<file path="config.mk">
export PLATFORM = sky130hd
export DESIGN_NAME = i2c_slave_word_rx
export DESIGN_NICKNAME = d
export VERILOG_FILES = /design/src/rtl/i2cw_pkg.sv /design/src/rtl/i2cw_sync.sv /design/src/rtl/i2cw_fifo.sv /design/src/rtl/i2c_slave_word_rx.sv
export SDC_FILE = /design/constraint.sdc
export NUM_CORES = 1
export LEC_CHECK = 0
export BUFFER_PORTS_ARGS = -buffer_cell sky130_fd_sc_hd__buf_2
export CAP_MARGIN = 0
export CORE_MARGIN = 2
export CORE_UTILIZATION = 50
export CTS_CLUSTER_DIAMETER = 100
export CTS_CLUSTER_SIZE = 8
export DETAILED_ROUTE_END_ITERATION = 16
export PLACE_DENSITY = 0.67
export SLEW_MARGIN = 10
export SYNTH_ARGS = -nofsm -noshare
export SYNTH_HDL_FRONTEND = slang
export SYNTH_SLANG_ARGS = --single-unit
</file>
<file path="constraint.sdc">
create_clock -name clk -period 3.5 [get_ports clk]
set_input_delay 0 -clock clk [delete_from_list [all_inputs] [get_ports clk]]
set_output_delay 0 -clock clk [all_outputs]
set_load 0.05 [all_outputs]
</file>
<file path="src/rtl/i2cw_pkg.sv">
package i2cw_pkg;
  localparam int BYTE_W    = 8;
  localparam int MAX_BYTES = 3;
  localparam int WORD_W    = BYTE_W * MAX_BYTES;
  localparam int ADDR_W    = 7;

  typedef enum logic [2:0] {
    ST_IDLE,
    ST_ADDR,
    ST_ADDR_ACK,
    ST_DATA,
    ST_DATA_ACK,
    ST_SKIP
  } rx_state_t;

  // bytes per word from the select code; 11 is treated as 3
  function automatic logic [1:0] bytes_per_word(input logic [1:0] sel);
    case (sel)
      2'b00:   return 2'd1;
      2'b01:   return 2'd2;
      default: return 2'd3;
    endcase
  endfunction

  // shift a new byte into the low end of the word under assembly
  function automatic logic [WORD_W-1:0] pack_byte(input logic [WORD_W-1:0] acc,
                                                  input logic [BYTE_W-1:0] b);
    return {acc[WORD_W-BYTE_W-1:0], b};
  endfunction

  function automatic logic [ADDR_W-1:0] own_addr(input logic [ADDR_W-3:0] hi,
                                                 input logic [1:0] strap);
    return {hi, strap};
  endfunction
endpackage

</file>
<file path="src/rtl/i2cw_sync.sv">
module i2cw_sync #(
  parameter int W      = 2,
  parameter int STAGES = 2
) (
  input  logic         clk,
  input  logic         rst_n,
  input  logic [W-1:0] d,
  output logic [W-1:0] lvl,
  output logic [W-1:0] prv,
  output logic [W-1:0] rise,
  output logic [W-1:0] fall
);
  logic [W-1:0] stg [STAGES+1];

  always_ff @(posedge clk or negedge rst_n) begin
    if (!rst_n) begin
      for (int i = 0; i <= STAGES; i++) stg[i] <= '1;
    end else begin
      stg[0] <= d;
      for (int i = 1; i <= STAGES; i++) stg[i] <= stg[i-1];
    end
  end

  assign lvl  = stg[STAGES-1];
  assign prv  = stg[STAGES];
  assign rise = lvl & ~prv;
  assign fall = ~lvl & prv;
endmodule

</file>
<file path="src/rtl/i2cw_fifo.sv">
module i2cw_fifo #(
  parameter int W     = 24,
  parameter int DEPTH = 4
) (
  input  logic                       clk,
  input  logic                       rst_n,
  input  logic                       clr,
  input  logic                       wr,
  input  logic [W-1:0]               wdata,
  input  logic                       rd,
  output logic [W-1:0]               rdata,
  output logic                       empty,
  output logic                       full,
  output logic [$clog2(DEPTH+1)-1:0] level,
  output logic                       drop
);
  localparam int AW = (DEPTH > 1) ? $clog2(DEPTH) : 1;
  localparam int CW = $clog2(DEPTH+1);

  logic [W-1:0]  mem [DEPTH];
  logic [AW-1:0] wp, rp;
  logic [CW-1:0] cnt;
  logic          do_wr, do_rd;

  function automatic logic [AW-1:0] nxt(input logic [AW-1:0] p);
    return (p == AW'(DEPTH-1)) ? '0 : p + AW'(1);
  endfunction

  assign empty = (cnt == '0);
  assign full  = (cnt == CW'(DEPTH));
  assign do_rd = rd && !empty && !clr;
  assign do_wr = wr && (!full || do_rd) && !clr;
  assign drop  = wr && full && !do_rd && !clr;
  assign rdata = mem[rp];
  assign level = cnt;

  always_ff @(posedge clk or negedge rst_n) begin
    if (!rst_n) begin
      wp  <= '0;
      rp  <= '0;
      cnt <= '0;
      for (int i = 0; i < DEPTH; i++) mem[i] <= '0;
    end else if (clr) begin
      wp  <= '0;
      rp  <= '0;
      cnt <= '0;
    end else begin
      if (do_wr) begin
        mem[wp] <= wdata;
        wp      <= nxt(wp);
      end
      if (do_rd) rp <= nxt(rp);
      if (do_wr && !do_rd) cnt <= cnt + CW'(1);
      else if (do_rd && !do_wr) cnt <= cnt - CW'(1);
    end
  end
endmodule

</file>
<file path="src/rtl/i2c_slave_word_rx.sv">
module i2c_slave_word_rx
  import i2cw_pkg::*;
#(
  parameter logic [4:0] ADDR_HI     = 5'b10100,
  parameter int         FIFO_DEPTH  = 4,
  parameter int         SYNC_STAGES = 2
) (
  input  logic              clk,
  input  logic              rst_n,
  input  logic              en,
  input  logic              scl_i,
  input  logic              sda_i,
  input  logic [1:0]        addr_strap,
  input  logic [1:0]        word_sel,
  output logic              sda_oe,
  input  logic              rd_en,
  output logic [WORD_W-1:0] rd_data,
  output logic              fifo_empty,
  output logic              fifo_full,
  output logic              rx_err,
  output logic              rx_ovf
);
  localparam int LVL_W = $clog2(FIFO_DEPTH+1);

  // synchronized bus lines: bit 1 = SCL, bit 0 = SDA
  logic [1:0] bus_lvl, bus_prv, bus_rise, bus_fall;

  i2cw_sync #(.W(2), .STAGES(SYNC_STAGES)) u_sync (
    .clk  (clk),
    .rst_n(rst_n),
    .d    ({scl_i, sda_i}),
    .lvl  (bus_lvl),
    .prv  (bus_prv),
    .rise (bus_rise),
    .fall (bus_fall)
  );

  logic scl_hi, scl_rise, scl_fall, sda_now;
  logic start_ev, stop_ev;
  assign scl_hi   = bus_lvl[1] & bus_prv[1];
  assign scl_rise = bus_rise[1];
  assign scl_fall = bus_fall[1];
  assign sda_now  = bus_lvl[0];
  assign start_ev = scl_hi & bus_fall[0];
  assign stop_ev  = scl_hi & bus_rise[0];

  rx_state_t         st;
  logic [3:0]        bit_cnt;
  logic [BYTE_W-1:0] shreg;
  logic [WORD_W-1:0] acc;
  logic [1:0]        byte_cnt;
  logic [1:0]        nbytes;
  logic              byte_done;
  logic              word_push;
  logic [WORD_W-1:0] push_word;
  logic              fifo_drop;
  logic [LVL_W-1:0]  fifo_level;

  // named events for the checker
  logic ack_phase, skip_phase, in_data, addr_hit, partial_word;
  logic [WORD_W-1:0] acc_next;
  assign ack_phase    = (st == ST_ADDR_ACK) || (st == ST_DATA_ACK);
  assign skip_phase   = (st == ST_SKIP);
  assign in_data      = (st == ST_DATA) || (st == ST_DATA_ACK);
  assign addr_hit     = (shreg[BYTE_W-1:1] == own_addr(ADDR_HI, addr_strap)) && !shreg[0];
  assign partial_word = in_data && (byte_cnt != 2'd0);
  assign acc_next     = pack_byte(acc, shreg);

  always_ff @(posedge clk or negedge rst_n) begin
    if (!rst_n) begin
      st        <= ST_IDLE;
      bit_cnt   <= '0;
      shreg     <= '0;
      acc       <= '0;
      byte_cnt  <= '0;
      nbytes    <= 2'd1;
      sda_oe    <= 1'b0;
      rx_err    <= 1'b0;
      rx_ovf    <= 1'b0;
      byte_done <= 1'b0;
      word_push <= 1'b0;
      push_word <= '0;
    end else if (!en) begin
      st        <= ST_IDLE;
      bit_cnt   <= '0;
      acc       <= '0;
      byte_cnt  <= '0;
      sda_oe    <= 1'b0;
      rx_err    <= 1'b0;
      rx_ovf    <= 1'b0;
      byte_done <= 1'b0;
      word_push <= 1'b0;
    end else begin
      byte_done <= 1'b0;
      word_push <= 1'b0;
      if (fifo_drop) rx_ovf <= 1'b1;
      if (start_ev) begin
        if (partial_word) rx_err <= 1'b1;
        st       <= ST_ADDR;
        bit_cnt  <= '0;
        acc      <= '0;
        byte_cnt <= '0;
        sda_oe   <= 1'b0;
      end else if (stop_ev) begin
        if (partial_word) rx_err <= 1'b1;
        st       <= ST_IDLE;
        acc      <= '0;
        byte_cnt <= '0;
        sda_oe   <= 1'b0;
      end else begin
        unique case (st)
          ST_ADDR, ST_DATA: begin
            if (scl_rise && bit_cnt < 4'd8) begin
              shreg   <= {shreg[BYTE_W-2:0], sda_now};
              bit_cnt <= bit_cnt + 4'd1;
            end else if (scl_fall && bit_cnt == 4'd8) begin
              if (st == ST_ADDR) begin
                if (addr_hit) begin
                  sda_oe <= 1'b1;
                  nbytes <= bytes_per_word(word_sel);
                  st     <= ST_ADDR_ACK;
                end else begin
                  st <= ST_SKIP;
                end
              end else begin
                sda_oe    <= 1'b1;
                byte_done <= 1'b1;
                st        <= ST_DATA_ACK;
                if (byte_cnt + 2'd1 == nbytes) begin
                  word_push <= 1'b1;
                  push_word <= acc_next;
                  acc       <= '0;
                  byte_cnt  <= '0;
                end else begin
                  acc      <= acc_next;
                  byte_cnt <= byte_cnt + 2'd1;
                end
              end
            end
          end
          ST_ADDR_ACK, ST_DATA_ACK: begin
            if (scl_fall) begin
              sda_oe  <= 1'b0;
              bit_cnt <= '0;
              st      <= ST_DATA;
            end
          end
          default: ;
        endcase
      end
    end
  end

  i2cw_fifo #(.W(WORD_W), .DEPTH(FIFO_DEPTH)) u_fifo (
    .clk  (clk),
    .rst_n(rst_n),
    .clr  (!en),
    .wr   (word_push),
    .wdata(push_word),
    .rd   (rd_en),
    .rdata(rd_data),
    .empty(fifo_empty),
    .full (fifo_full),
    .level(fifo_level),
    .drop (fifo_drop)
  );
endmodule

</file>
==> out/results.txt, run 1 <==
The share of synthesized area occupied by flip-flops and latches is 54.3%. By area the synthesized netlist is led by sky130_fd_sc_hd__dfrtp_1, sky130_fd_sc_hd__mux2_4, sky130_fd_sc_hd__mux2_2. The cell sitting at the root of the clock tree is a sky130_fd_sc_hd__clkbuf_16. In this run the core area contains 46 standard-cell rows.

The die covers 16900 um2. The number of buffers created by CTS is 17. Setup repair after global routing left no endpoint under its margin.

The logs give 502 for the number of instances in the synthesized netlist and 41.4% for the share of power burned in the clock network. Net switching is 24.5% of the power. The most critical setup path has its endpoint at u_fifo.level[2]. Global-route wire length before repair: 24600 um. In this run the static leakage power is 4.43 nW. The clock period could shrink to 2.72 ns. In this design, the stage delay of the slowest critical-path cell is 0.44 ns. The internal portion of the total power is 0.00318 W. The arrival time of data at the critical path endpoint is 3.05 ns. The standard cell with the maximum stage delay on the critical path was sky130_fd_sc_hd__dfrtp_1.

The tools report the core occupancy in the finished layout as 56.3%. In the routed layout, each cell is associated on average with a via count of 5.43. Worst clock skew: 0.00854 ns. The signal on the critical path passes through or3b_4 > or2_4 > and3_4 > and2_1 > fa_1 > nand2b_1 > or3_1 > a31oi_1.

The final count of hold timing violations was 0. The number of logic stages on the critical path including buffering works out to 8. The cell class contributing the biggest share of worst-path delay is simple AND/OR/NAND/NOR gates.

The most critical setup path has its startpoint at u_fifo.level[0]. The tools report the number of maximum-capacitance violations as 0. The average instance area after synthesis was 15.8 um2; the area growth from synthesis to layout was 11.3%. During synthesis, Yosys emitted a total of 0 warnings.

STA classifies the critical path endpoint as a flip-flop. VDD sags by at most 0.000394 V. After detailed routing, the number of remaining DRC violations is 0.

Measured against its own limit, the worst slew margin works out to 35.0%. The share of total power dissipated in combinational logic is 7.9%. The post-route netlist has 43.6% of its cells at a drive strength greater than 1. The share of synthesized area in the top cell type comes to 52.0%.

The number of clock sinks was 172; the post-CTS setup buffer count was 0. The number of different library cells used by synthesis comes to 53. Number of pins with negative max-slew slack in the final report: 0. The post-synthesis instance area was 7940 um2; the number of buffer and inverter stages on the critical path was 0. The worst setup path is launched from a flip-flop. In this run the worst hold path is classified as input port to flip-flop.

The number of port buffers works out to 38. The final layout contains routed wiring with a total length of 14400 um. The critical path is of the flip-flop to flip-flop type.

The tools report the net count after synthesis as 521. For the worst-skew pair, the clock arrives at the later sink with an insertion delay of 0.42 ns. The logs give 569 for the number of nets in the layout and 19.1% for the aggregate global-route resource usage. The flip-flop and latch count after synthesis was 172.

The run finished with clean final reports. The register-to-register path setup slack was 0.78 ns; the total net switching power was 0.00103 W. Routability-driven placement finished with a final weighted congestion of 0.824. Dividing the detail-routed wire length by the instance count gives 18.6 um. Setup violations remaining at the end of the flow were counted as 0. The worst register-to-register path begins at u_fifo.level[0].

The layout has 1233 filler cells. 39 I/O pins were placed. The run gives 4 as the number of iterations in the first detailed-routing pass. After the first detailed-routing iteration, the DRC count stood at 262.

Setup total negative slack on the finished layout was measured at 0 ns. The number of global-route vias before repair was 4513. The cell type with the largest total area after synthesis is sky130_fd_sc_hd__dfrtp_1. The fraction of registers with async set or reset after synthesis was 100%; the die extent in x was 130 um.

The run gives 8910 um as the half-perimeter wire length of the detailed placement result. The power per standard cell area is 476 nW/um2. The required time of the worst setup path was 3.83 ns; the critical-path maximum fanout was 6. After synthesis, the most frequently instantiated cells are sky130_fd_sc_hd__dfrtp_1, sky130_fd_sc_hd__mux2_4, sky130_fd_sc_hd__mux2_2. The relative contribution of sequential cells to total power is 50.7%. The leading register cell type out of synthesis was sky130_fd_sc_hd__dfrtp_1. The number of vias after detailed routing is 4226. Number of enable-type register cells in the synthesized netlist: 0. The floorplan step set the die height to 130 um. The largest net degree at the start of global routing was 104.

Initial core utilization: 50.5%. In this run the standard cell core region covers 15700 um2. For the pin with the worst max-slew slack, the measured transition is 0.976 ns. The H-tree was split into 4 levels.

The number of cells on the worst reg-to-reg path was 8; the antenna diode count was 0. In this run the critical register-to-register path is captured at u_fifo.level[2]. The worst path uses 77.7% of the clock period. The total overflow left after global routing is 0. The dominant cell by count in the synthesized netlist was sky130_fd_sc_hd__dfrtp_1. Derived from the worst setup path, the maximum achievable clock frequency is 0.368 GHz. Gates resized during post-CTS repair numbered 0. The maximum root-to-sink buffer count came out at 2. The number of antenna violations at the first check in global routing was 0; the clock transition at the registers of the reported paths was 0.06 ns.

The detail route stage leaves a number of antenna-violating nets equal to 0. TritonCTS built the clock tree.
## area by class of cell
class	instances	area, um2	share of cell area (%)
clock buffers	23	468	5.29
multi-input cells	295	3340	37.8
well taps	216	270	3.06
inverters	13	48.8	0.552
flip-flops and latches	172	4310	48.8
repair buffers	51	327	3.69
clock inverters	8	68.8	0.779
## stage by stage
stage | hold WS (ns) | power (W) | setup slack, ns | cells | cell area, um2
after floorplan | -0.296 | 0.00238 | 0.786 | 502 | 7940
after detailed placement | 0.106 | 0.00251 | 0.817 | 739 | 8220
after global placement | 0.106 | 0.00249 | 0.927 | 739 | 8220
after CTS | 0.119 | 0.00427 | 0.759 | 778 | 8840
after global routing | 0.178 | 0.00439 | 0.673 | 778 | 8840
final | 0.173 | 0.00421 | 0.781 | 778 | 8840
## registers in the layout (all words and copies together) (netlist names)
name,count
rx_ovf,1
st,3
bit_cnt,4
acc,16
sda_oe,1
nbytes,2
u_sync.stg,2
u_fifo.wp,2
u_fifo.level,3
u_sync.lvl,2
push_word,24
rx_err,1
u_sync.prv,2
u_fifo.rp,2
byte_cnt,2
shreg,8
word_push,1
u_fifo.mem,96
## worst reg2reg max path, cell delays in order (launching register included)
cell and delay, ns:
sky130_fd_sc_hd__dfrtp_1 0.44, sky130_fd_sc_hd__or3b_4 0.41, sky130_fd_sc_hd__or2_4 0.25, sky130_fd_sc_hd__and3_4 0.26, sky130_fd_sc_hd__and2_1 0.19, sky130_fd_sc_hd__fa_1 0.41, sky130_fd_sc_hd__nand2b_1 0.21, sky130_fd_sc_hd__or3_1 0.33
sky130_fd_sc_hd__a31oi_1 0.14
## how the worst min path moves through the flow
stage | start | to | slack, ns | cells past startpoint
after floorplan | rst_n | acc[0] | -0.30 | 0
after global placement | scl_i | u_sync.stg[5] | 0.11 | 1
after detailed placement | scl_i | u_sync.stg[5] | 0.11 | 1
after CTS | addr_strap[0] | st[1] | 0.12 | 6
after global routing | addr_strap[0] | st[1] | 0.18 | 6
final | addr_strap[1] | st[1] | 0.17 | 6
## logic make-up (layout without fill, tap and decap cells)
kind of cell	count (synthesis)	count (layout)	synth area share (%)
adder cells (fa/ha/maj)	9	9	1.51
buffers and inverters	35	95	3.70
XOR/XNOR	8	8	0.882
multiplexers	159	159	29.7
AND/OR/NAND/NOR	73	73	5.78
AO/OA/AOI/OAI	46	46	4.14
flip-flops	172	172	54.3
## metal layers
layer / wire, um / track usage [%] / vias up
met5: 0 / 0 / -
met4: 136 / 5.95 / 0
met3: 366 / 4.59 / 12
met2: 7130 / 30.2 / 56
met1: 6800 / 26.5 / 2235
li1: - / - / 1923
## power groups by stage
stage	sequential (W)	combinational [W]	clock, W
detailed placement	0.00218	0.000326	0
floorplan	0.00207	0.000308	0
CTS	0.00214	0.000338	0.00179
global placement	0.00218	0.000314	0
global route	0.00215	0.000361	0.00188
finish	0.00214	0.000331	0.00174
## what timing repair did
item,in CTS,in global routing
hold endpoints to repair,105,0
hold buffers,8,0
endpoints found under the setup margin,0,0
## placed cells by master, fill, tap and decap left out, drive strengths merged, types with 2 or more instances in the layout
cell type	n
a211oi	2
a21oi	11
a22o	17
a22oi	2
a31oi	3
and2	3
and3	2
buf	43
clkbuf	23
clkinv	8
dfrtp	165
dfstp	7
dlygate4sd3	8
ha	8
inv	12
mux2	132
mux2i	3
mux4	24
nand2	16
nand2b	5
nand3	5
nand3b	2
nand4b	2
nor2	21
nor2b	2
nor3	4
nor3b	2
o21ai	3
o22ai	3
or2	2
or3	2
xnor2	7
No activity file was read; power rests on OpenSTA's default activity.
==> run 2, diff against run 1 <==
--- a/config.mk
+++ b/config.mk
@@ -5,6 +5,7 @@
 export SDC_FILE = /design/constraint.sdc
 export NUM_CORES = 1
 export LEC_CHECK = 0
+export ABC_AREA = 1
 export BUFFER_PORTS_ARGS = -buffer_cell sky130_fd_sc_hd__buf_2
 export CAP_MARGIN = 0
 export CORE_MARGIN = 2
@@ -12,7 +13,7 @@
 export CTS_CLUSTER_DIAMETER = 100
 export CTS_CLUSTER_SIZE = 8
 export DETAILED_ROUTE_END_ITERATION = 16
-export PLACE_DENSITY = 0.67
+export PLACE_DENSITY = 0.7
 export SLEW_MARGIN = 10
 export SYNTH_ARGS = -nofsm -noshare
 export SYNTH_HDL_FRONTEND = slang
==> constraint.sdc (replaced) <==
create_clock -name clk -period 2.2 [get_ports clk]
set_input_delay 0 -clock clk [delete_from_list [all_inputs] [get_ports clk]]
set_output_delay 0 -clock clk [all_outputs]
set_load 0.05 [all_outputs]
==> run 2 against run 1 <==
Combinational power rose to 7.7 times the previous value. Utilization is 2.0 points higher. Die area is 0.76% lower. Synthesized area fell by 0.79%. Routed wire length rose by 26%. Sequential share of layout area shrank 0.45 points. Setup slack got worse by 0.63 ns. Clock power increased by 76%. Critical path type is now flip-flop to output port. Critical endpoint is now rd_data[1]. Largest cell class unchanged. Largest power group unchanged. Highest routed layer unchanged.
==> out/results.txt, run 2 <==
After Yosys synthesis, full adders, half adders and majority gates account for 1.52% of the synthesized area. In the final layout, the share of cells above drive strength 1 is 13.3%. The logs give 5981 for the number of global-route vias before repair and 0 for the final count of hold timing violations. After synthesis the cells add up to 7880 um2. The logs give 0 for the number of nets still failing antenna checks after routing and 33.8% for the share of power burned in the clock network.

Final setup TNS: 0 ns. Counting the fill cells in the layout gives 1410. The most flop-heavy register is u_fifo.mem.

The run finished with clean final reports. The number of buffers created by CTS was 17; the number of maximum-capacitance violations was 0. Global routing finished with a remaining overflow of 0. The xor/xnor share of the synthesized area was 0.445%. The portion of synthesized area spent on multiplexers is 0%. Routability-driven placement finished with a final weighted congestion of 0.821.

Internal power comes to 0.00583 W. For the finished layout cell area, the log shows 8920 um2. The share of the synthesized area in compound gates (AO/OA/AOI/OAI) was 10.7%. In this run the power spent charging and discharging nets is 0.00323 W. For this run, the top clock speed supported by timing is 0.489 GHz. Sorting the synthesized cells by area gives the leading types as sky130_fd_sc_hd__dfrtp_1, sky130_fd_sc_hd__nand2_1, sky130_fd_sc_hd__nor2_1. The register with the most flip-flops in the layout has 96 of them. The routed via count divided by cell count was 5.14; the relative contribution of sequential cells to total power was 38.1%.

The core occupancy in the finished layout was 58.2%. By count the netlist is led by sky130_fd_sc_hd__nand2_1, sky130_fd_sc_hd__dfrtp_1, sky130_fd_sc_hd__nor2_1. Average instance area after synthesis: 8.38 um2. In this run the worst hold path is classified as input port to flip-flop. The synthesized netlist devotes 25.1% of its cell area to simple gates. Across the VDD grid, the largest voltage drop is 0.000575 V. The largest net degree at the start of global routing was 71. Dividing total power by cell area gives a power density of 1020 nW/um2.

Unique cell type count in the Yosys netlist: 37. The run gives 0 as the post-CTS setup buffer count. In this run the core area contains 45 standard-cell rows. In this run the worst path has a maximum fanout of 29. The worst setup path is launched from a flip-flop. For the number of clock sinks, the log shows 172.

In this run the tightest slew margin relative to its limit is 55.3%. The most critical setup path has its startpoint at u_fifo.rp[0]. The required time of the worst setup path came out at 2.20 ns. Global routing used 23.3% of the available tracks. For the pin with the worst max-slew slack, the measured transition is 0.670 ns. The run gives 39 as the total I/O pin count. The share of the cycle needed by the critical path after routing is 93.0%, and the number of vias after detailed routing is 6194. The dominant cell by count in the synthesized netlist is sky130_fd_sc_hd__nand2_1. The number of antenna diodes in the final layout is 0.

Floorplan die height: 130 um. Leading register cell type out of synthesis: sky130_fd_sc_hd__dfrtp_1. The shortest clock period the worst path allows after layout came out at 2.05 ns.

The first global-routing pass estimated 30100 um of wire. Setup repair after global routing left no endpoint under its margin. The number of port buffers came out at 38. The run gives 0 as the final-report setup violation count.

The fraction of registers with async set or reset after synthesis came out at 100%. The number of iterations in the first detailed-routing pass is 5. The footprint of the multi-input gates is 2970 um2, and the die extent in x is 130 um. The setup check on the worst reg-to-reg path leaves a slack of 0.22 ns. Of the post-synthesis cell area, the dominant cell type holds 52.4%. The flip-flop and latch count after synthesis works out to 172. The H-tree was split into 4 levels. Hold is met by 0.120 ns. Of the total power, combinational logic draws 28.1%.

The tools report the area enclosed by the die boundary as 16800 um2. Following the worst setup path forward leads to its endpoint at rd_data[1]. The endpoint identified for the worst register-to-register timing path is u_fifo.level[1]. In this run switching power makes up 35.7% of total power. The dominant combinational cell family by area after synthesis is simple AND/OR/NAND/NOR gates. The run gives 0.00907 W as the overall power of the completed layout.

Summed over all layers, the routed wires come to 18200 um. Counting cells, the worst reg-to-reg path comes to 8. The clock latency reported for the late side of the worst-skew pair was 0.43 ns. In this run, the number of DRC markers left after iteration 0 of detailed routing was 533. The largest registers in the layout are u_fifo.mem: 96 flops, push_word: 24 flops, acc: 16 flops.

The run gives 959 as the net count after synthesis. Counting along the longest clock path gives a buffer depth of 2. sky130_fd_sc_hd__dfrtp_1 takes more of the synthesized area than any other cell.

Leaving out fill and tap cells, the most frequent cell in the layout is sky130_fd_sc_hd__nand2_1. After synthesis, flip-flops and latches occupy 54.7% of the total area. In the layout the commonest cells are sky130_fd_sc_hd__nand2_1, sky130_fd_sc_hd__dfrtp_1, sky130_fd_sc_hd__nor2_1, sky130_fd_sc_hd__inv_1, sky130_fd_sc_hd__o21ai_0. The startpoint identified for the worst register-to-register timing path is u_fifo.level[0]. The number of antenna violations at the first check in global routing was 0; the number of nets in the layout was 1000. The critical path is of the flip-flop to output port type. The total area inside the core boundary comes to 15300 um2.

After detailed routing, the number of remaining DRC violations is 0. The half-perimeter wire length of the detailed placement result was 11000 um; the clock transition at the registers of the reported paths was 0.06 ns. TritonCTS built the clock tree. The area growth from synthesis to layout was 13.2%. Once the floorplan was initialized, standard cells occupied 51.5% of the core. In this run the clock root is driven by a sky130_fd_sc_hd__clkbuf_16. The register area is 4310 um2. The leakage power was 4.90 nW; the number of warnings printed during yosys synthesis was 0. For the final database, setup skew stands at 0.00666 ns.

The number of enable-type register cells in the synthesized netlist is 0. STA classifies the critical path endpoint as an output port. The number of pins with negative max-slew slack in the final report is 0, and the number of instances in the synthesized netlist is 940.

At the worst endpoint, the arrival time is 2.05 ns. The per-cell routed wire length came out at 15.1 um. In this run the cell area measured after placement is 8230 um2.
run 2: logic make-up after synthesis:
| family | Yosys count |
|---|---|
| and+or+nand+nor | 484 |
| DFF | 172 |
| AOI/OAI and AO/OA | 142 |
| buffers and inverters | 129 |
| adders and majority gates | 9 |
| xor gates and xnor gates | 4 |
run 2: layout make-up:
type | instances | share of cell area, %
Tap cell | 211 | 2.96
Timing Repair Buffer | 63 | 4.85
Clock inverter | 11 | 1.60
Sequential cell | 172 | 48.4
Inverter | 88 | 3.76
Clock buffer | 21 | 5.16
Multi-Input combinational cell | 639 | 33.3
run 2: stage by stage:
stage / cells / worst slack, ns
global placement: 1165 / 0.329
CTS: 1205 / 0.0784
global route: 1205 / 0.0349
finish: 1205 / 0.154
detailed placement: 1165 / 0.215
floorplan: 940 / 0.363
run 2: worst min-delay path by stage:
stage / startpoint / end / slack [ns] / cells past startpoint
after detailed placement: rst_n / u_fifo.mem[93] / 0.05 / 1
final: addr_strap[1] / nbytes[0] / 0.12 / 8
after global placement: rst_n / u_fifo.mem[21] / 0.05 / 1
after CTS: addr_strap[1] / nbytes[0] / 0.11 / 8
after floorplan: rst_n / acc[0] / -0.30 / 0
after global routing: rst_n / u_fifo.mem[93] / 0.20 / 2
run 2: power by group through the flow:
stage / registers, W / clock network, W / logic [W]
CTS: 0.00346 / 0.00310 / 0.00256
finish: 0.00346 / 0.00306 / 0.00255
global route: 0.00348 / 0.00325 / 0.00281
global placement: 0.00351 / 0 / 0.00251
floorplan: 0.00352 / 0 / 0.00185
detailed placement: 0.00352 / 0 / 0.00253
run 2: layer usage:
layer,track usage (%),up-vias,share of wire (%)
met5,0,-,0
met4,7.40,0,1.4
met3,5.08,21,4.2
met2,37.6,132,48
li1,-,3044,-
met1,31.7,2997,46
run 2: critical path, cell delays in order, from the launching register on:
cell	delay, ns
sky130_fd_sc_hd__dfrtp_1	0.41
sky130_fd_sc_hd__inv_1	0.11
sky130_fd_sc_hd__buf_4	0.33
sky130_fd_sc_hd__o21ai_0	0.13
sky130_fd_sc_hd__o22ai_1	0.30
sky130_fd_sc_hd__buf_2	0.34
run 2: timing repair:
action,CTS,global route
endpoints found under the hold margin,76,0
resized for setup,0,1
setup endpoints to repair,0,1
hold buffers,8,0
==> run 3, diff against run 2 <==
--- a/config.mk
+++ b/config.mk
@@ -5,7 +5,6 @@
 export SDC_FILE = /design/constraint.sdc
 export NUM_CORES = 1
 export LEC_CHECK = 0
-export ABC_AREA = 1
 export BUFFER_PORTS_ARGS = -buffer_cell sky130_fd_sc_hd__buf_2
 export CAP_MARGIN = 0
 export CORE_MARGIN = 2
==> run 3 against run 2 <==
The run now ends with negative setup slack left. Largest cell class unchanged. Combinational power decreased by 69%. Sequential share of layout area decreased by 1.5 points. First-iteration DRC count decreased by 46%. Non-clock buffer count increased by 8. Register-to-register slack got worse by 0.36 ns. Power decreased by 20%. Utilization increased by 0.37 points. Sequential power decreased by 6.1%. Critical endpoint is now u_fifo.level[2]. Cell count decreased by 33%. Clock-buffer cell count increased by 1.
==> out/results.txt, run 3 (synthesized netlist as in run 1, its figures left out) <==
Derived from the worst setup path, the maximum achievable clock frequency is 0.427 GHz. Across all register-to-register paths, the minimum setup slack is -0.14 ns. The run gives 287 as the DRC violation total after the first TritonRoute iteration. The tools report the category of the worst setup path launch point as a flip-flop.

TritonCTS built the clock tree. The largest registers in the layout are u_fifo.mem: 96 flops, push_word: 24 flops, acc: 16 flops. The aggregate global-route resource usage is 20.0%. In the routed layout, each cell is associated on average with a via count of 5.44. The total overflow left after global routing is 0.

Across the run, the number of max-cap violations was 0. The logs give 0.43 ns for the clock latency reported for the late side of the worst-skew pair and 16900 um2 for the area enclosed by the die boundary. Floorplan die height: 130 um. H-tree depth: 4. At the end of the flow, the number of nets in the layout was 594. The flow ran to the end, but the final reports show violations.

The number of global-route vias before repair is 4724. Leaving out fill and tap cells, the most frequent cell in the layout is sky130_fd_sc_hd__dfrtp_1. The number of pins with negative max-slew slack in the final report is 0, and the critical-path maximum fanout is 3. 39 I/O pins were placed. The worst hold path terminates at u_fifo.wp[1].

On the final layout, the worst clock skew is 0.00742 ns. Once the floorplan was initialized, standard cells occupied 50.5% of the core. The number of buffers created by CTS came out at 17. The tree built by TritonCTS fans out to 172 sinks. VDD sags by at most 0.000617 V. The longest clock path from root to sink contains 2 buffers. On the final layout, the worst hold slack is 0.0309 ns. The leakage power is 4.67 nW, and the die extent in x is 130 um. The power per standard cell area is 788 nW/um2. The tools report the required time of the worst setup path as 2.54 ns. The worst setup path is of the flip-flop to flip-flop kind. The tools report the capture point of the worst reg-to-reg path as u_fifo.level[2].

The first global-routing pass estimated 25500 um of wire. Worst hold path startpoint: en. The detail route stage leaves a number of antenna-violating nets equal to 0.

Along the worst hold path, the cell count comes to 3. The register with the most flip-flops in the layout has 96 of them. Per-cell routed wire length: 20.1 um. In the layout the commonest cells are sky130_fd_sc_hd__dfrtp_1, sky130_fd_sc_hd__mux2_4, sky130_fd_sc_hd__mux2_2, sky130_fd_sc_hd__buf_2, sky130_fd_sc_hd__mux4_2. Of the cells placed in the final design, the portion with a size suffix greater than 1 is 46.9%. The worst setup path is captured at a flip-flop. The arrival time of data at the critical path endpoint was 2.68 ns; the final-report setup violation count was 54. 0 antenna diodes ended up in the layout. The worst pin sits at a relative slew slack of 62.6%.

The minimum setup slack in the final design came out at -0.140 ns. Adding up every negative setup slack in the final design gives -0.804 ns. Area growth from synthesis to layout: 15.9%. Setup repair after global routing could not meet its margin everywhere. The number of cells on the worst reg-to-reg path is 8. The number of placement rows was 46. The share of the cycle needed by the critical path after routing works out to 106%. For the core box area, the log shows 15700 um2.

The first TritonRoute pass finished after 4 iterations. After detailed routing, the number of remaining DRC violations is 0. The final layout contains routed wiring with a total length of 16200 um. The final reports fail on negative setup slack.

The register with the most flip-flops in the final layout is u_fifo.mem. The cell at the root of the clock tree is sky130_fd_sc_hd__clkbuf_16. Entering global routing, the biggest net connects 52 pins. The number of antenna violations at the first check in global routing was 0; the number of vias after detailed routing was 4377. For the half-perimeter wire length of the detailed placement result, the log shows 9790 um. Routability-driven placement finished with a final weighted congestion of 0.775.

Buffers placed on the I/O ports in this run total 38. The shortest clock period the worst path allows after layout is 2.34 ns. The clock transition at the registers of the reported paths came out at 0.06 ns. Start of the worst register-to-register path: u_fifo.level[0]. The type of the most critical hold path is input port to flip-flop. The final count of hold timing violations is 0, and the worst-margin pin slew is 0.560 ns.
[run 3: changes by cell type in the layout (fill, tap and decap cells not counted), moves of 52 or more]
cell / before / now
sky130_fd_sc_hd__o21ai_0: 69 / 3
sky130_fd_sc_hd__mux2_4: 0 / 80
sky130_fd_sc_hd__nand2_1: 348 / 12
sky130_fd_sc_hd__mux2_2: 0 / 52
sky130_fd_sc_hd__nor2_1: 98 / 20
sky130_fd_sc_hd__inv_1: 78 / 12
[run 3: repair_timing]
| item | 4_1_cts | 5_1_grt |
|---|---|---|
| hold buffers | 8 | 0 |
| pin swaps | 1 | 6 |
| buffers inserted | 1 | 2 |
| hold endpoints to repair | 140 | 0 |
| endpoints found under the setup margin | 3 | 37 |
| cloned | 0 | 5 |
| gates resized for setup | 0 | 0 |
[run 3: report_power, final]
part,switching (W),internal (W)
Sequential,0.0000386,0.00321
Clock,0.00123,0.00199
Combinational,0.000455,0.000333
Total,0.00172,0.00553
[run 3: how the worst max path moves through the flow]
stage | cells after the start | slack (ns) | from | end
3_3_place_gp | 8 | -0.12 | u_fifo.level[0] | u_fifo.level[2]
5_1_grt | 8 | -0.20 | u_fifo.level[0] | u_fifo.level[2]
2_1_floorplan | 9 | -0.32 | u_fifo.level[0] | u_fifo.level[2]
6_report | 8 | -0.14 | u_fifo.level[0] | u_fifo.level[2]
3_5_place_dp | 8 | -0.15 | u_fifo.level[0] | u_fifo.level[2]
4_1_cts | 8 | -0.15 | u_fifo.level[0] | u_fifo.level[2]
[run 3: layout make-up]
cell class / count / area, um2
fillers: 1171 / 6500
inverters: 13 / 48.8
repair buffers: 71 / 527
flip-flops and latches: 172 / 4310
clock buffers: 22 / 474
well taps: 216 / 270
multi-input cells: 300 / 3420
clock inverters: 10 / 160
[run 3: worst max-delay path, stage by stage (launching register included)]
cell,delay [ns]
sky130_fd_sc_hd__dfrtp_1,0.38
sky130_fd_sc_hd__or3b_4,0.40
sky130_fd_sc_hd__or2_4,0.24
sky130_fd_sc_hd__and3_4,0.18
sky130_fd_sc_hd__and2_4,0.13
sky130_fd_sc_hd__fa_2,0.34
sky130_fd_sc_hd__nand2b_4,0.16
sky130_fd_sc_hd__or3_1,0.31
sky130_fd_sc_hd__a31oi_1,0.12
[run 3: metal layers]
metal / GRT usage (%) / share of wire [%] / vias up
met3: 4.35 / 3.5 / 28
met2: 33.5 / 50 / 92
met1: 25.9 / 44 / 2277
li1: - / - / 1980
met4: 7.46 / 2.2 / 0
met5: 0 / 0 / -
[run 3: metrics by stage]
step / setup WS (ns) / instances / power [W] / utilization [%] / area [um2]
2_1_floorplan: -0.317 / 502 / 0.00380 / - / 7960
3_3_place_gp: -0.116 / 757 / 0.00407 / 53.6 / 8420
3_5_place_dp: -0.154 / 757 / 0.00410 / 53.6 / 8420
4_1_cts: -0.148 / 798 / 0.00733 / 58.2 / 9150
5_1_grt: -0.197 / 804 / 0.00753 / 58.6 / 9210
6_report: -0.140 / 804 / 0.00725 / 58.6 / 9210
